## src/rtl/fpm_pkg.sv

```systemverilog
package fpm_pkg;
  // Bits below the kept significand that drive the rounding decision.
  typedef struct packed {
    logic guard;
    logic rnd;
    logic sticky;
  } grs_t;

  localparam int DEF_EXP_W  = 8;
  localparam int DEF_FRAC_W = 23;
endpackage

```

## src/rtl/fpm_unpack.sv

```systemverilog
module fpm_unpack #(
  parameter int EXP_W  = fpm_pkg::DEF_EXP_W,
  parameter int FRAC_W = fpm_pkg::DEF_FRAC_W,
  localparam int WORD_W = 1 + EXP_W + FRAC_W,
  localparam int SIG_W  = FRAC_W + 1
) (
  input  logic [WORD_W-1:0] word,
  output logic              sign,
  output logic [EXP_W-1:0]  expo,
  output logic [SIG_W-1:0]  sig,
  output logic              is_zero
);
  assign sign    = word[WORD_W-1];
  assign expo    = word[WORD_W-2 -: EXP_W];
  // A zero exponent field flushes the operand to zero (no denormals).
  assign is_zero = (expo == '0);
  assign sig     = {1'b1, word[FRAC_W-1:0]};
endmodule

```

## src/rtl/fpm_sig_mult.sv

```systemverilog
module fpm_sig_mult
  import fpm_pkg::*;
#(
  parameter int EXP_W  = fpm_pkg::DEF_EXP_W,
  parameter int FRAC_W = fpm_pkg::DEF_FRAC_W,
  localparam int SIG_W  = FRAC_W + 1,
  localparam int PROD_W = 2 * SIG_W,
  localparam int SEXP_W = EXP_W + 2,
  localparam int BIAS   = (1 << (EXP_W - 1)) - 1
) (
  input  logic [SIG_W-1:0]         sig_a,
  input  logic [SIG_W-1:0]         sig_b,
  input  logic [EXP_W-1:0]         exp_a,
  input  logic [EXP_W-1:0]         exp_b,
  output logic [SIG_W-1:0]         kept,
  output grs_t                     grs,
  output logic signed [SEXP_W-1:0] expo
);
  logic [PROD_W-1:0] prod;
  logic              hi;

  assign prod = sig_a * sig_b;
  // The product of two values in [1,2) lies in [1,4); the top bit marks >= 2.
  assign hi   = prod[PROD_W-1];

  always_comb begin
    if (hi) begin
      kept       = prod[PROD_W-1 -: SIG_W];
      grs.guard  = prod[SIG_W-1];
      grs.rnd    = prod[SIG_W-2];
      grs.sticky = |prod[SIG_W-3:0];
    end else begin
      kept       = prod[PROD_W-2 -: SIG_W];
      grs.guard  = prod[SIG_W-2];
      grs.rnd    = prod[SIG_W-3];
      grs.sticky = |prod[SIG_W-4:0];
    end
  end

  // Biased exponents add, bias removed once, normalization shift folded in.
  assign expo = $signed({2'b00, exp_a}) + $signed({2'b00, exp_b})
              - $signed(SEXP_W'(BIAS)) + $signed({{(SEXP_W-1){1'b0}}, hi});
endmodule

```

## src/rtl/fpm_round_pack.sv

```systemverilog
module fpm_round_pack
  import fpm_pkg::*;
#(
  parameter int EXP_W  = fpm_pkg::DEF_EXP_W,
  parameter int FRAC_W = fpm_pkg::DEF_FRAC_W,
  localparam int WORD_W  = 1 + EXP_W + FRAC_W,
  localparam int SIG_W   = FRAC_W + 1,
  localparam int SEXP_W  = EXP_W + 2,
  localparam int EXP_TOP = (1 << EXP_W) - 1
) (
  input  logic                     sign,
  input  logic                     zero_in,
  input  logic [SIG_W-1:0]         kept,
  input  grs_t                     grs,
  input  logic signed [SEXP_W-1:0] expo,
  output logic [WORD_W-1:0]        word,
  output logic                     ovf,
  output logic                     unf
);
  logic                     bump;
  logic [SIG_W:0]           rsum;
  logic [FRAC_W-1:0]        frac;
  logic signed [SEXP_W-1:0] fexp;

  // Nearest-even: up above half, and on exact half only when the LSB is odd.
  assign bump = grs.guard & (grs.rnd | grs.sticky | kept[0]);
  assign rsum = {1'b0, kept} + {{SIG_W{1'b0}}, bump};

  // Second normalization: a carry out of the significand means 10.0.
  always_comb begin
    if (rsum[SIG_W]) begin
      frac = rsum[FRAC_W:1];
      fexp = expo + SEXP_W'(1);
    end else begin
      frac = rsum[FRAC_W-1:0];
      fexp = expo;
    end
  end

  always_comb begin
    ovf  = 1'b0;
    unf  = 1'b0;
    word = {sign, {(WORD_W-1){1'b0}}};
    if (zero_in) begin
      word = {sign, {(WORD_W-1){1'b0}}};
    end else if (fexp >= $signed(SEXP_W'(EXP_TOP))) begin
      ovf  = 1'b1;
      word = {sign, {EXP_W{1'b1}}, {FRAC_W{1'b0}}};
    end else if (fexp <= $signed(SEXP_W'(0))) begin
      unf  = 1'b1;
    end else begin
      word = {sign, fexp[EXP_W-1:0], frac};
    end
  end
endmodule

```

## src/rtl/fp32_mul_stream.sv

```systemverilog
module fp32_mul_stream
  import fpm_pkg::*;
#(
  parameter int EXP_W  = fpm_pkg::DEF_EXP_W,
  parameter int FRAC_W = fpm_pkg::DEF_FRAC_W,
  localparam int WORD_W  = 1 + EXP_W + FRAC_W,
  localparam int SIG_W   = FRAC_W + 1,
  localparam int SEXP_W  = EXP_W + 2,
  localparam int N_OPND  = 2
) (
  input  logic              clk,
  input  logic              rst_n,
  input  logic              in_valid,
  output logic              in_ready,
  input  logic [WORD_W-1:0] in_a,
  input  logic [WORD_W-1:0] in_b,
  output logic              out_valid,
  input  logic              out_ready,
  output logic [WORD_W-1:0] out_data,
  output logic              out_ovf,
  output logic              out_unf
);
  logic [WORD_W-1:0] opnd   [N_OPND];
  logic              op_sgn [N_OPND];
  logic [EXP_W-1:0]  op_exp [N_OPND];
  logic [SIG_W-1:0]  op_sig [N_OPND];
  logic              op_zero[N_OPND];

  assign opnd[0] = in_a;
  assign opnd[1] = in_b;

  for (genvar gi = 0; gi < N_OPND; gi++) begin : g_unpack
    fpm_unpack #(.EXP_W(EXP_W), .FRAC_W(FRAC_W)) u_unpack (
      .word   (opnd[gi]),
      .sign   (op_sgn[gi]),
      .expo   (op_exp[gi]),
      .sig    (op_sig[gi]),
      .is_zero(op_zero[gi])
    );
  end

  logic [SIG_W-1:0]         kept;
  grs_t                     grs;
  logic signed [SEXP_W-1:0] pexp;

  fpm_sig_mult #(.EXP_W(EXP_W), .FRAC_W(FRAC_W)) u_mult (
    .sig_a(op_sig[0]),
    .sig_b(op_sig[1]),
    .exp_a(op_exp[0]),
    .exp_b(op_exp[1]),
    .kept (kept),
    .grs  (grs),
    .expo (pexp)
  );

  logic [WORD_W-1:0] res_word;
  logic              res_ovf;
  logic              res_unf;

  fpm_round_pack #(.EXP_W(EXP_W), .FRAC_W(FRAC_W)) u_round (
    .sign   (op_sgn[0] ^ op_sgn[1]),
    .zero_in(op_zero[0] | op_zero[1]),
    .kept   (kept),
    .grs    (grs),
    .expo   (pexp),
    .word   (res_word),
    .ovf    (res_ovf),
    .unf    (res_unf)
  );

  logic accept;
  assign in_ready = ~out_valid | out_ready;
  assign accept   = in_valid & in_ready;

  always_ff @(posedge clk) begin
    if (!rst_n) begin
      out_valid <= 1'b0;
      out_data  <= '0;
      out_ovf   <= 1'b0;
      out_unf   <= 1'b0;
    end else begin
      if (accept) begin
        out_valid <= 1'b1;
        out_data  <= res_word;
        out_ovf   <= res_ovf;
        out_unf   <= res_unf;
      end else if (out_ready) begin
        out_valid <= 1'b0;
      end
    end
  end

  // a stalled result neither moves nor lets new input in.
  a_r9_hold_stable: assert property (@(posedge clk) disable iff (!rst_n)
    (out_valid && !out_ready) |=> (out_valid && $stable(out_data)
                                   && $stable(out_ovf) && $stable(out_unf)));

  // an accepted pair is presented after the same edge.
  a_r10_accept_valid: assert property (@(posedge clk) disable iff (!rst_n)
    (in_valid && in_ready) |=> out_valid);

  // result sign follows the XOR of the accepted signs.
  a_r1_sign_xor: assert property (@(posedge clk) disable iff (!rst_n)
    (in_valid && in_ready) |=>
      (out_data[WORD_W-1] == $past(in_a[WORD_W-1] ^ in_b[WORD_W-1])));

  // overflow always shows an infinity pattern.
  a_r6_ovf_inf: assert property (@(posedge clk) disable iff (!rst_n)
    (out_valid && out_ovf) |->
      (out_data[WORD_W-2:0] == {{EXP_W{1'b1}}, {FRAC_W{1'b0}}} && !out_unf));

  // underflow always shows a zero magnitude.
  a_r7_unf_zero: assert property (@(posedge clk) disable iff (!rst_n)
    (out_valid && out_unf) |-> (out_data[WORD_W-2:0] == '0));

  // a flushed operand never raises a flag.
  a_r8_zero_noflag: assert property (@(posedge clk) disable iff (!rst_n)
    (in_valid && in_ready && (in_a[WORD_W-2 -: EXP_W] == '0 || in_b[WORD_W-2 -: EXP_W] == '0))
      |=> (!out_ovf && !out_unf && out_data[WORD_W-2:0] == '0));
endmodule

```

## config.mk

```make
export PLATFORM = sky130hd
export DESIGN_NAME = fp32_mul_stream
export DESIGN_NICKNAME = d
export VERILOG_FILES = /design/src/rtl/fpm_pkg.sv /design/src/rtl/fpm_unpack.sv /design/src/rtl/fpm_sig_mult.sv /design/src/rtl/fpm_round_pack.sv /design/src/rtl/fp32_mul_stream.sv
export SDC_FILE = /design/constraint.sdc
export NUM_CORES = 2
export LEC_CHECK = 0
export BUFFER_PORTS_ARGS = -buffer_cell sky130_fd_sc_hd__buf_2
export CORE_MARGIN = 2
export CORE_UTILIZATION = 60
export CTS_CLUSTER_DIAMETER = 80
export DETAILED_ROUTE_END_ITERATION = 10
export GPL_ROUTABILITY_DRIVEN = 1
export PLACE_DENSITY_LB_ADDON = 0.1
export SKIP_CTS_REPAIR_TIMING = 1
export SYNTH_ARGS = -nofsm -noshare
export SYNTH_HDL_FRONTEND = slang
export SYNTH_HIERARCHICAL = 1
export SYNTH_SLANG_ARGS = --single-unit
```

## constraint.sdc

```tcl
create_clock -name clk -period 21.6 [get_ports clk]
set_input_delay 1.08 -clock clk [delete_from_list [all_inputs] [get_ports clk]]
set_output_delay 1.08 -clock clk [all_outputs]
set_load 0.01 [all_outputs]
```

==> impl_summary.txt <==
----------------------------------------------------
[Yosys]
  Distinct cell type count after synthesis ... 81
  Post-synth top area cell ... sky130_fd_sc_hd__fa_1
  Mapped Cells ... between 2000 and 3000
  EDFF count, synth ... 0
  Combined area of all synthesized cells ... around 23000 um2
  Main area contributors after synthesis ... sky130_fd_sc_hd__fa_1 42%, sky130_fd_sc_hd__ha_1 10%, sky130_fd_sc_hd__inv_1 8.8%
  Most instantiated library cell after synthesis ... sky130_fd_sc_hd__inv_1
  Dominant synthesized flop cell ... sky130_fd_sc_hd__dfxtp_1
  Share of synthesized area occupied by flip-flops and latches ... about 3.0%
  Share of async-settable or async-resettable flops after synthesis ... 0%
  Commonest cells in the synthesized netlist ... 544 x sky130_fd_sc_hd__inv_1, 483 x sky130_fd_sc_hd__fa_1, 443 x sky130_fd_sc_hd__nand2_1
  Number of warning messages in the yosys log ... 6
  Flip-flop and latch count after synthesis ... 35
  Syn Area/Cell ... approximately 8.5 um2
  Synthesized netlist net count ... about 3500
  Area share of the largest cell type after synthesis ... 41.72%

[Critical path]
  RR Endpoint ... out_data[30]
  Nature of the critical path startpoint ... input pin
  Most used cell, CP ... sky130_fd_sc_hd__fa_1
  CP max stage cell ... sky130_fd_sc_hd__and3_1
  End point of the critical path ... out_unf
  Startpoint-to-endpoint class of the critical path ... input pin to register
  Required time of the critical path ... between 20 and 25 ns
  Cell depth of the worst flop-to-flop path ... 3
  Slack of the worst reg-to-reg path ... about 20 ns
  Kind of end point of the critical path ... register
  Critical Path Start ... in_b[3]
  Crit path largest cell delay ... around 0.87 ns
  Largest fanout on the critical path ... 31
  Data arrival at the endpoint of the critical path ... 12.04 ns
  Reg2Reg Launch Point ... out_valid

[Placed design]
  Last weighted congestion value of the routability-driven placer ... roughly 0.93
  Dpl hpwl ... ~48000 um
  Buffers on Ports ... between 100 and 150
  Total placed instance area ... approximately 23000 um2

[STA]
  Number of setup violations in the final report ... 0
  Slew at the pin with the worst max-slew slack ... roughly 1.1 ns
  Highest achievable clock rate ... between 0.08 and 0.09 GHz
  Unrepaired setup endpoints after global routing ... false
  Minimum clock period after layout ... between 10 and 15 ns
  Number of failing hold endpoints at the final stage ... 0
  Relative slew slack ... a little under a quarter
  Count of final max-slew check failures ... 0
  Final worst clock skew ... 0.003696 ns
  Final period util ... 54.79%
  Total negative slack for setup checks ... 0 ns

[Floorplanning]
  IO Pins ... around 100
  Effective utilization at floorplan ... around three fifths
  Overall die width ... 200.5 um
  FP Rows ... 71
  DIE AREA ... 40210 um2
  Floorplan die height ... roughly 200 um
  Placeable Area ... about 38000 um2

[Global routing]
  Largest net degree at the start of global routing ... 70
  Antenna violations before repair ... 4
  Global-route wire length before repair ... 100300 um
  Overall routing resource usage ... 31.26%
  Number of global-route vias before repair ... a little under 20000
  Global route overflow ... 0

[Flow run]
  Max-cap check violation count ... 0

[Clocking]
  Maximum level of the CTS H-tree ... 2
  Number of clock sinks ... 35
  Clock latency reported for the late side of the worst-skew pair ... about 0.29 ns
  Library cell used as clock root buffer ... sky130_fd_sc_hd__clkbuf_16
  Clock transition at the register clock pins on the worst setup and hold paths after CTS ... roughly 0.050 ns
  Total clock buffers created by CTS ... 5
  Buffer depth of the longest clock path ... 2
  Clock tree from TritonCTS ... done

[Finish]
  Fraction of final layout cells sized beyond drive strength 1 ... 5.770%
  Net total in the final layout ... 3358
  Area growth from synthesis to final layout ... 0.5615%
  Final instance area ... about 23000 um2
  Fillers ... 3439

[Detailed routing]
  Total via count after detailed routing ... roughly 18000
  Total detailed-routing wirelength ... 61010 um
  Initial drt markers ... 1197
  Average detailed-routed wire length per instance ... between 15 and 20 um
  Drt drc ... 0
  Number of vias per cell ... between 5 and 6
  Antenna-violating nets left ... 0
  First-pass DRT Iterations ... 5

[Worst hold path]
  Min-delay worst type ... register to register
  Worst hold start ... out_data[27]

[Run status]
  Status ... complete, no violations

----------------------------------------------------
-- worst min-delay path by stage --
stage / end / slack, ns / cells past startpoint
3_3_place_gp: out_data[31] / 0.44 / 2
4_1_cts: out_data[27] / 0.45 / 2
5_1_grt: out_data[23] / 0.47 / 2
6_report: out_data[27] / 0.45 / 2
2_1_floorplan: out_data[0] / 0.48 / 2
3_5_place_dp: out_data[27] / 0.45 / 2
-- area by class of cell --
cell class	instances	area (um2)	share of cell area [%]
timing repair buffer	105	530.5	2.276
clock buffer	7	132.6	0.5691
sequential	35	700.7	3.006
clock inverter	1	5.005	0.02147
antenna	2	5.005	0.02147
tap	511	639.4	2.743
multi-input combinational	1925	19250	82.60
inverter	544	2042	8.761
-- cells in the final DEF (no fill, tap or decap), drive strengths merged, types with 4 or more instances in the layout --
cell type	n
nor4	16
nand3	32
mux2	18
nor2b	7
a21oi	67
buf	105
ha	191
a2111oi	6
and3	12
inv	544
o21bai	9
dfxtp	35
and4	7
mux2i	44
nand2	446
a31oi	10
nor3	25
and2	265
nor2	41
nand2b	6
o31ai	4
xnor2	47
or2	5
nand4	32
xor2	28
o211ai	7
o21ai	39
a311oi	5
a211oi	7
a21o	20
or4	4
clkbuf	7
fa	483
-- registers in the layout (all words and copies together), names as in the netlist --
| register | count |
|---|---|
| out_data | 32 |
| out_valid | 1 |
| out_unf | 1 |
| out_ovf | 1 |
-- through the flow --
stage / utilization [%] / instances / worst slack, ns / hold WS (ns)
finish: 61.59 / 3130 / 9.766 / 0.4516
global route: 61.58 / 3129 / 8.973 / 0.4708
CTS: 61.57 / 3128 / 9.781 / 0.4535
detailed placement: 61.21 / 3120 / 9.504 / 0.4463
global placement: 61.21 / 3120 / 9.818 / 0.4382
floorplan: - / 2716 / 11.11 / 0.4790
-- metal layers --
metal | vias to the layer above | GRT usage, % | routed length [um]
li1 | 7984 | - | -
met1 | 9005 | 40.53 | 25130
met2 | 648 | 54.90 | 30010
met3 | 131 | 4.010 | 3784
met4 | 4 | 9.365 | 2050
met5 | - | 0 | 25
-- logic make-up after synthesis --
logic type | synth area share, %
simple gates | 19.29
buf+inv | 13.91
fa+ha+maj | 52.03
compound gates | 5.982
xor+xnor | 2.915
mux | 2.807
flops | 3.023
other cells | 0.03240
-- critical path: cells and delay by family --
kind	cells	cell delay [ns]
AOI/OAI and AO/OA	11	2.39
and+or+nand+nor	7	1.82
xor gates and xnor gates	3	0.60
muxes	1	0.18
adders and majority gates	10	4.63
buffers and inverters	9	1.32
Power is not shown: default switching activity piles up to over one toggle a cycle in this logic, so the estimate is an artifact.
